<file path="src/rtl/sft_pkg.sv">
package sft_pkg;

   // History of the frame that last occupied the line
   typedef enum logic [1:0] {
      PREV_OTHER = 2'd0,   // another node sent it
      PREV_SELF  = 2'd1,   // this node sent it successfully
      PREV_FAIL  = 2'd2    // this node's transmission failed
   } prev_frame_e;

endpackage

</file>
<file path="src/rtl/sft_history.sv">
module sft_history
   import sft_pkg::*;
(
   input  logic        clk,
   input  logic        rst_n,
   input  logic        tx_done_i,
   input  logic        tx_fail_i,
   input  logic        rx_done_i,
   output prev_frame_e prev_o
);

   prev_frame_e prev_q;

   // Failure dominates success, success dominates reception
   always_ff @(posedge clk) begin
      if (!rst_n)          prev_q <= PREV_OTHER;
      else if (tx_fail_i)  prev_q <= PREV_FAIL;
      else if (tx_done_i)  prev_q <= PREV_SELF;
      else if (rx_done_i)  prev_q <= PREV_OTHER;
   end

   assign prev_o = prev_q;

   AST_FAIL_RECORDED: assert property (@(posedge clk) disable iff (!rst_n)
      tx_fail_i |=> (prev_q == PREV_FAIL));

endmodule

</file>
<file path="src/rtl/sft_wait_lut.sv">
module sft_wait_lut
   import sft_pkg::*;
#(
   parameter int CODE_W        = 3,
   parameter int DEF_FAIL_BITS = 7,
   parameter int DEF_NEW_BITS  = 5,
   parameter int DEF_SAME_BITS = 3,
   parameter int TGT_W         = 4
)(
   input  logic [CODE_W-1:0] code_i,
   input  prev_frame_e       prev_i,
   output logic [TGT_W-1:0]  target_o
);

   localparam int NCODES = 1 << CODE_W;

   logic [TGT_W-1:0] lut [NCODES];

   // Fixed codes: 0.5 + (n-1) bit periods = 2n-1 half-bit ticks
   for (genvar g = 1; g < NCODES; g++) begin : g_fixed
      assign lut[g] = TGT_W'(2 * g - 1);
   end

   // Code 0: wait chosen by the previous frame
   always_comb begin
      case (prev_i)
         PREV_FAIL: lut[0] = TGT_W'(2 * DEF_FAIL_BITS);
         PREV_SELF: lut[0] = TGT_W'(2 * DEF_SAME_BITS);
         default:   lut[0] = TGT_W'(2 * DEF_NEW_BITS);
      endcase
   end

   assign target_o = lut[code_i];

endmodule

</file>
<file path="src/rtl/sft_counter.sv">
module sft_counter #(
   parameter int CNT_W = 4
)(
   input  logic             clk,
   input  logic             rst_n,
   input  logic             tick_i,
   input  logic             bus_idle_i,
   input  logic             restart_i,
   input  logic [CNT_W-1:0] target_i,
   output logic             expired_o
);

   localparam logic [CNT_W-1:0] CNT_MAX = {CNT_W{1'b1}};

   logic [CNT_W-1:0] cnt_q;

   always_ff @(posedge clk) begin
      if (!rst_n)                          cnt_q <= '0;
      else if (restart_i || !bus_idle_i)   cnt_q <= '0;
      else if (tick_i && cnt_q != CNT_MAX) cnt_q <= cnt_q + 1'b1;
   end

   assign expired_o = (cnt_q >= target_i);

   AST_BUSY_CLEARS: assert property (@(posedge clk) disable iff (!rst_n)
      !bus_idle_i |=> (cnt_q == '0));
   AST_RESTART_CLEARS: assert property (@(posedge clk) disable iff (!rst_n)
      restart_i |=> (cnt_q == '0));
   AST_NO_TICK_HOLD: assert property (@(posedge clk) disable iff (!rst_n)
      (!tick_i && bus_idle_i && !restart_i) |=> $stable(cnt_q));

endmodule

</file>
<file path="src/rtl/sft_sched.sv">
module sft_sched
   import sft_pkg::*;
#(
   parameter int CODE_W        = 3,
   parameter int DEF_FAIL_BITS = 7,
   parameter int DEF_NEW_BITS  = 5,
   parameter int DEF_SAME_BITS = 3
)(
   input  logic              clk,
   input  logic              rst_n,
   input  logic              half_tick_i,
   input  logic              bus_idle_i,
   input  logic [CODE_W-1:0] sft_code_i,
   input  logic              start_opt_i,
   input  logic              som_req_i,
   input  logic              eom_req_i,
   input  logic              tx_done_i,
   input  logic              tx_fail_i,
   input  logic              rx_done_i,
   output logic              grant_o,
   output logic              grant_single_o
);

   localparam int CODE_MAX_TGT = 2 * ((1 << CODE_W) - 1) - 1;
   localparam int DEF_MAX_BITS = (DEF_FAIL_BITS > DEF_NEW_BITS) ?
                                 ((DEF_FAIL_BITS > DEF_SAME_BITS) ? DEF_FAIL_BITS : DEF_SAME_BITS) :
                                 ((DEF_NEW_BITS > DEF_SAME_BITS) ? DEF_NEW_BITS : DEF_SAME_BITS);
   localparam int TGT_MAX      = (CODE_MAX_TGT > 2 * DEF_MAX_BITS) ? CODE_MAX_TGT : 2 * DEF_MAX_BITS;
   localparam int CNT_W        = $clog2(TGT_MAX + 1);

   initial begin : p_param_chk
      assert (CODE_W >= 1 && CODE_W <= 6)
         else $error("CODE_W out of range");
      assert (DEF_SAME_BITS >= 1 && DEF_NEW_BITS >= DEF_SAME_BITS && DEF_FAIL_BITS >= DEF_NEW_BITS)
         else $error("default waits must be ordered fail >= new >= same >= 1");
   end

   prev_frame_e      prev;
   logic [CNT_W-1:0] target;
   logic             expired;
   logic             som_prev_q;
   logic             som_rise;
   logic             frame_end;
   logic             restart;
   logic             issued_q;
   logic             grant_q;
   logic             single_q;
   logic             grant_now;

   sft_history u_hist (
      .clk       (clk),
      .rst_n     (rst_n),
      .tx_done_i (tx_done_i),
      .tx_fail_i (tx_fail_i),
      .rx_done_i (rx_done_i),
      .prev_o    (prev)
   );

   sft_wait_lut #(
      .CODE_W        (CODE_W),
      .DEF_FAIL_BITS (DEF_FAIL_BITS),
      .DEF_NEW_BITS  (DEF_NEW_BITS),
      .DEF_SAME_BITS (DEF_SAME_BITS),
      .TGT_W         (CNT_W)
   ) u_lut (
      .code_i   (sft_code_i),
      .prev_i   (prev),
      .target_o (target)
   );

   assign som_rise  = som_req_i && !som_prev_q;
   assign frame_end = tx_done_i || tx_fail_i || rx_done_i;
   assign restart   = start_opt_i ? frame_end : som_rise;

   sft_counter #(
      .CNT_W (CNT_W)
   ) u_cnt (
      .clk        (clk),
      .rst_n      (rst_n),
      .tick_i     (half_tick_i),
      .bus_idle_i (bus_idle_i),
      .restart_i  (restart),
      .target_i   (target),
      .expired_o  (expired)
   );

   assign grant_now = half_tick_i && som_req_i && !issued_q && bus_idle_i
                      && expired && !restart;

   always_ff @(posedge clk) begin
      if (!rst_n) begin
         som_prev_q <= 1'b0;
         issued_q   <= 1'b0;
         grant_q    <= 1'b0;
         single_q   <= 1'b0;
      end else begin
         som_prev_q <= som_req_i;
         grant_q    <= grant_now;
         single_q   <= grant_now && eom_req_i;
         if (!som_req_i)     issued_q <= 1'b0;
         else if (grant_now) issued_q <= 1'b1;
      end
   end

   assign grant_o        = grant_q;
   assign grant_single_o = single_q;

   AST_GRANT_NEEDS_REQ: assert property (@(posedge clk) disable iff (!rst_n)
      grant_o |-> $past(som_req_i));
   AST_GRANT_ONE_PULSE: assert property (@(posedge clk) disable iff (!rst_n)
      grant_o |=> !grant_o);
   AST_GRANT_IDLE: assert property (@(posedge clk) disable iff (!rst_n)
      grant_o |-> $past(bus_idle_i));
   AST_GRANT_EXPIRED: assert property (@(posedge clk) disable iff (!rst_n)
      grant_o |-> $past(expired));
   AST_GRANT_ON_TICK: assert property (@(posedge clk) disable iff (!rst_n)
      grant_o |-> $past(half_tick_i));
   AST_SINGLE_WITH_EOM: assert property (@(posedge clk) disable iff (!rst_n)
      grant_single_o |-> (grant_o && $past(eom_req_i)));

endmodule

</file>
<file path="config.mk">
export PLATFORM = sky130hd
export DESIGN_NAME = sft_sched
export DESIGN_NICKNAME = d
export VERILOG_FILES = /design/src/rtl/sft_pkg.sv /design/src/rtl/sft_history.sv /design/src/rtl/sft_wait_lut.sv /design/src/rtl/sft_counter.sv /design/src/rtl/sft_sched.sv
export SDC_FILE = /design/constraint.sdc
export NUM_CORES = 1
export LEC_CHECK = 0
export BUFFER_PORTS_ARGS = -buffer_cell sky130_fd_sc_hd__buf_2
export CAP_MARGIN = 20
export CORE_MARGIN = 2
export CORE_UTILIZATION = 35
export DETAILED_ROUTE_END_ITERATION = 12
export GPL_TIMING_DRIVEN = 0
export SKIP_LAST_GASP = 1
export SYNTH_ARGS = -nofsm -noshare
export SYNTH_HDL_FRONTEND = slang
export SYNTH_SLANG_ARGS = --single-unit
</file>
<file path="constraint.sdc">
create_clock -name clk -period 3 [get_ports clk]
set_input_delay 0.45 -clock clk [delete_from_list [all_inputs] [get_ports clk]]
set_output_delay 0.45 -clock clk [all_outputs]
set_load 0.03 [all_outputs]
</file>
---- Yosys cells after proc, flatten, opt, wreduce, memory -nomap -nowiden ----
Index checks and enable logic that the tools add are counted.
word-level totals
  flip-flop bits (word level) ............. 10
  input port bits ......................... 13
  output and inout bits ................... 2
  word-level logic and storage cells ...... 43
operators by class
  add/sub/neg operators ................... 1
  magnitude comparators ................... 2
  equality and inequality tests ........... 3
  mux-type cells .......................... 8
  bitwise logic cells ..................... 2
  reduce and logical (&&, ||, !) cells .... 20
operators with widths
  operator                                              count
  binary-select mux 4 bit (select 3 bit)                1
  logical AND 1 bit                                     8
  2-to-1 mux 4 bit                                      2
  one-hot mux 4 bit (2 select lines)                    1
  2-to-1 mux 2 bit                                      3
  adder 4 x 1 -> 4 bit (second input constant)          1
  >= comparator 4 bit                                   1
  >= comparator 4 bit (second input constant)           1
  logical NOT 1 bit                                     4
  != test 4 bit (second input constant)                 1
  inverter 3 -> 4 bit                                   1
  OR reduction 2 bit                                    2
  logical OR 1 bit                                      3
  nonzero test 3 bit                                    1
  equality test 2 x 1 -> 1 bit (second input constant)  1
  equality test 2 bit (second input constant)           1
  AND reduction 2 bit                                   1
  nonzero test 2 bit                                    1
  2-to-1 mux 1 bit                                      1
  inverter 1 bit                                        1

---- Depth between registers and ports, before layout ----
  word-level depth ........................ 9
  mapped depth ............................ 9
  mapped depth without buffers ............ 9

---- Cells and area by module ----
A second synthesis with hierarchy kept.
unflattened totals
  cells, all modules ...................... 69
  area total of the unflattened synthesis .. 610.6 sq um
modules (own cells, without submodules)
  module        instances  cells an instance  area an instance (sq um)  seq. area each (sq um)
  sft_counter   1          35                 279.0                     80.1
  sft_sched     1          14                 151.4                     80.1
  sft_wait_lut  1          13                 100.1                     0.0
  sft_history   1          7                  80.1                      40.0

---- Least setup slack after synthesis ----
Ideal clock, no wire load.
  kind .................................... flip-flop to flip-flop
  start ................................... reg u_hist.prev_q[1], in the netlist u_hist.prev_o[1]
  end ..................................... reg issued_q
  setup time .............................. 130 ps
  arrival time ............................ 1708 ps
  data required time ...................... 2870 ps
  slack ................................... 1162 ps
  stages on the path, launching flop included .. 10
  buffers on the path ..................... 0
  period minus slack after synthesis ...... 1838 ps
  path through ............................ dfxtp_1 -> inv_1 -> ha_1 -> nor3_1 -> a211oi_1 -> a21o_1 -> ha_1 -> o21a_1 -> o211ai_1 -> o31ai_1
on the way
  longest elaborated chain between the ends .. 8
  elaborated cells between the ends (all ways) .. 9
  classes of those cells .................. order compare: 1; eq/ne: 2; mux: 4; reduce/logical: 2
ends and longest elaborated chain
  what                                                                        RTL line            RTL
  start, declared                                                             sft_history.sv:12   prev_frame_e prev_q;
  start signal, assigned                                                      sft_history.sv:16   if (!rst_n) prev_q <= PREV_OTHER;
  start signal, assigned                                                      sft_history.sv:17   else if (tx_fail_i) prev_q <= PREV_FAIL;
  start signal, assigned                                                      sft_history.sv:18   else if (tx_done_i) prev_q <= PREV_SELF;
  equality test 2 x 1 -> 1 bit / equality test 2 bit (equally long branches)  sft_wait_lut.sv:26  case (prev_i)
  one-hot mux 4 bit (2 select lines) (*)                                      sft_wait_lut.sv:26
  binary-select mux 4 bit (select 3 bit) (*)                                  sft_wait_lut.sv:33  assign target_o = lut[code_i];
  2-to-1 mux 4 bit (not written as such) (*) (2 in a row)                     sft_wait_lut.sv:33
  >= comparator 4 bit (*)                                                     sft_counter.sv:23   assign expired_o = (cnt_q >= target_i);
  logical AND 1 bit (*) (2 in a row)                                          sft_sched.sv:88     && expired && !restart;
  end signal, assigned                                                        sft_sched.sv:93     issued_q <= 1'b0;
  end signal, assigned                                                        sft_sched.sv:100    if (!som_req_i) issued_q <= 1'b0;
  end signal, assigned                                                        sft_sched.sv:101    else if (grant_now) issued_q <= 1'b1;
  end, declared                                                               sft_sched.sv:45     logic issued_q;
Mark *: on every way between the ends. The rest lies on a longest branch, timed or not. The select of a mux whose other input is x is not followed.
A chain may end at the register's enable or synchronous reset.

---- Worst setup path after layout ----
Same ends and word-level chain as after synthesis.

==> reports/metrics.csv <==
stage;metric;value;unit
finish;area_delta_synth_final;19.9;%
floorplanning;fp-row-count;15;
finish;final_util;43.7;%
synth;syn_area;623;sq um
global_route;grt_max_degree;8;
worst_setup_path;worst_r2r_path_depth;9;
outcome;outcome;finished, final reports clean;
placed_design;place_ws;0.922;ns
synth;synth_cell_types;28;
synth;ys_ff_latch;10;
floorplanning;core-area;1710;sq um
placed_design;hpwl;912;um
detailed_routing;wl_met1;482;um
timing;fmax;507;MHz
synth;syn_area_per_cell;9.44;sq um
synth;synth_top_area_share;32.1;%
floorplanning;die_h;46.2;um
detailed_routing;dr.max_layer_used;met4;
synth;synth_xor_area_share;0;%
cts;numCtsBuffers;3;
detailed_routing;dr.pass1.iters;4;
synth;synthCells;66;
timing;timing.final.crit_share;65.8;%
synth;ys_top_cells_by_area;dfxtp_1 (32%), ha_1 (16%), a21oi_1 (5.6%);
finish;fillers;177;
synth;synthSimpleGateAreaFrac;25.7;%
finish;stdcell_count;108;
detailed_routing;vias;540;
finish;fin_nets;106;
finish;layout-drive-gt1-share;28.9;%
detailed_routing;vias_per_cell;5.00;
worst_setup_path;cp_max_fo;3;
min_path;hold_depth;2;
synth;syn_nets;87;
synth;synth_top_family_by_area;simple AND/OR/NAND/NOR gates;
placed_design;port_buffers;14;
worst_setup_path;end_kind;register;
synth;synth_compound_area_share;21.9;%
timing;finalWorstSetupSlack;1.03;ns
timing;final-max-slew-violation-count;0;
detailed_routing;drt_iter0_drc;2;
detailed_routing;routed_wl;1060;um
global_route;grt_overflow;0;
timing;setup_violations;0;
power_and_ir_drop;p_leak;0.328;nW
cts;h-tree-depth;1;
floorplanning;die_area;2130;sq um
finish;antenna_cells;0;
synth;synth_area_leader_cell;dfxtp_1;
synth;synth.area.mux_share;0;%
cts;holdBufCountCts;0;
placed_design;placedCellCount;105;
global_route;antenna_found_initial;0;
floorplanning;io-pin-count;15;
cts;cts_tree;yes;
floorplanning;start_util;36.5;%
timing;rsz0062_at_grt;false;
synth;ys_seq_area_share;32.1;%
timing;fin_skew;0.00868;ns
cts;ctsResizeCount;0;
detailed_routing;wl_met3;51;um
worst_setup_path;crit_path_start_kind;register;
timing;max_slew_margin;75.0;%
worst_setup_path;arrival;2.10;ns
timing;finalCriticalPeriod;1.97;ns
global_route;grt_pass1_wl;1900;um
floorplanning;die_w;46.2;um
placed_design;placed_cell_area;724;sq um
cts;post_cts.repair.setup_buffers;0;
worst_setup_path;crit_required;3.13;ns
job;maxCapViolCount;0;
cts;root_buffer;clkbuf_4;
worst_setup_path;critical-path-max-stage-delay;0.33;ns
synth;synth_fa_ha_area_share;16.1;%
worst_setup_path;cpMaxStageDelayCell;dfxtp_1;
timing;tightest_slew;0.375;ns
timing;finalSetupTns;0;ns
detailed_routing;met2RoutedLength;499;um
finish;stdcell_area;747;sq um
worst_setup_path;worstPathCellList;inv_1, ha_1, nor3_1, a211oi_1, a21o_1, ha_1, o21a_1, o211ai_1, o31ai_1;
cts;clk_path_buf_depth;2;
timing;whs;0.411;ns
detailed_routing;route.antenna.remaining_nets;0;
timing;hold_viol;0;
global_route;track_usage;12.5;%
power_and_ir_drop;cellPowerDensity;360;nW/um^2
global_route;grt_pass1_vias;475;
cts;cts_sinks;10;
synth;ys_warn_count;0;
detailed_routing;drcViolationCount;0;
power_and_ir_drop;total_power;0.269;mW
placed_design;gp_congestion;0.743;
worst_setup_path;crit_top_cell;ha_1;
cts;insertion_delay;0.26;ns
power_and_ir_drop;ir_worst_vdd;0.000184;V
cts;clk_transition_reported_paths;0.06;ns
detailed_routing;wire_per_inst;9.82;um
worst_setup_path;critPathKind;register to register;
min_path;hp-class;input port to register;
-- power breakdown --
group / internal, mW / leakage, nW / switching [mW]
Sequential: 0.135 / 0.0813 / 0.00139
Combinational: 0.0211 / 0.233 / 0.0235
Clock: 0.0461 / 0.0138 / 0.0413
-- metal layers --
layer	track usage, %	vias to the layer above
li1	-	282
met1	15.8	243
met2	19.4	11
met3	2.75	4
met4	6.86	0
met5	0	-
-- cell usage in the layout (no fill, tap or decap), types with 2 or more instances in the layout --
cell / synthesis / routed
nor3_1: 2 / 2
a21oi_1: 7 / 7
o21ai_0: 3 / 3
clkbuf_4: 0 / 3
dfxtp_1: 10 / 10
ha_1: 8 / 8
nand3_1: 3 / 3
nor2_1: 2 / 2
inv_1: 7 / 7
nand2b_1: 3 / 3
buf_2: 0 / 14
nand4_1: 2 / 2
nor4_2: 2 / 2
-- kinds of logic (layout without fill, tap and decap cells) --
| logic type | after synthesis | in the layout |
|---|---|---|
| AOI/OAI and AO/OA | 17 | 17 |
| and+or+nand+nor | 24 | 24 |
| adders and majority gates | 8 | 8 |
| DFF | 10 | 10 |
| buffers and inverters | 7 | 24 |
-- cells in the mapped netlist (all sizes together) --
cell type and count:
o21a 1, dfxtp 10, nand2b 3, nor3b 1, or3b 1, a21o 1
o211ai 1, a211oi 1, inv 7, ha 8, a2111oi 1, nor4 3
a21oi 7, and4b 1, o21ai 3, nor2 2, and2 1, or2 1
and3 1, nand2 1, nand4 2, nand3 4, nor3 2, nor2b 1
o31ai 2
-- critical path, delay by kind of cell (launching register included) --
| kind | cells | cell delay, ns |
|---|---|---|
| AO/OA/AOI/OAI | 5 | 0.81 |
| adder cells (fa/ha/maj) | 2 | 0.53 |
| flip-flops | 1 | 0.33 |
| AND/OR/NAND/NOR | 1 | 0.14 |
| buffers and inverters | 1 | 0.04 |
-- cell type report --
cell class                      count  area [sq um]  share of cell area, %
Tap cell                           25          31.3                   4.19
Clock buffer                        3          22.5                   3.02
Sequential cell                    10           200                   26.8
Inverter                            7          26.3                   3.52
Timing Repair Buffer               14          70.1                   9.38
Multi-Input combinational cell     49           397                   53.1
-- path summary, 6_finish.rpt --
| path | startpoint | slack [ns] | endpoint |
|---|---|---|---|
| worst max-delay path | u_hist.prev_o[1]$_SDFFE_PN0P_ | 1.03 | issued_q$_SDFFE_PN0P_ |
| worst min-delay path | tx_fail_i | 0.41 | u_hist.prev_o[0]$_SDFFE_PP0P_ |
| worst max register to register | u_hist.prev_o[1]$_SDFFE_PN0P_ | 1.03 | issued_q$_SDFFE_PN0P_ |
| worst min register to register | issued_q$_SDFFE_PN0P_ | 0.45 | grant_o$_SDFF_PN0_ |
-- sequential cells by signal, summed over array words and instances, names as in the netlist --
name,flops
som_prev_q,1
issued_q,1
u_cnt.cnt_q,4
u_hist.prev_o,2
grant_single_o,1
grant_o,1
Power figures use the tool's default switching activity.
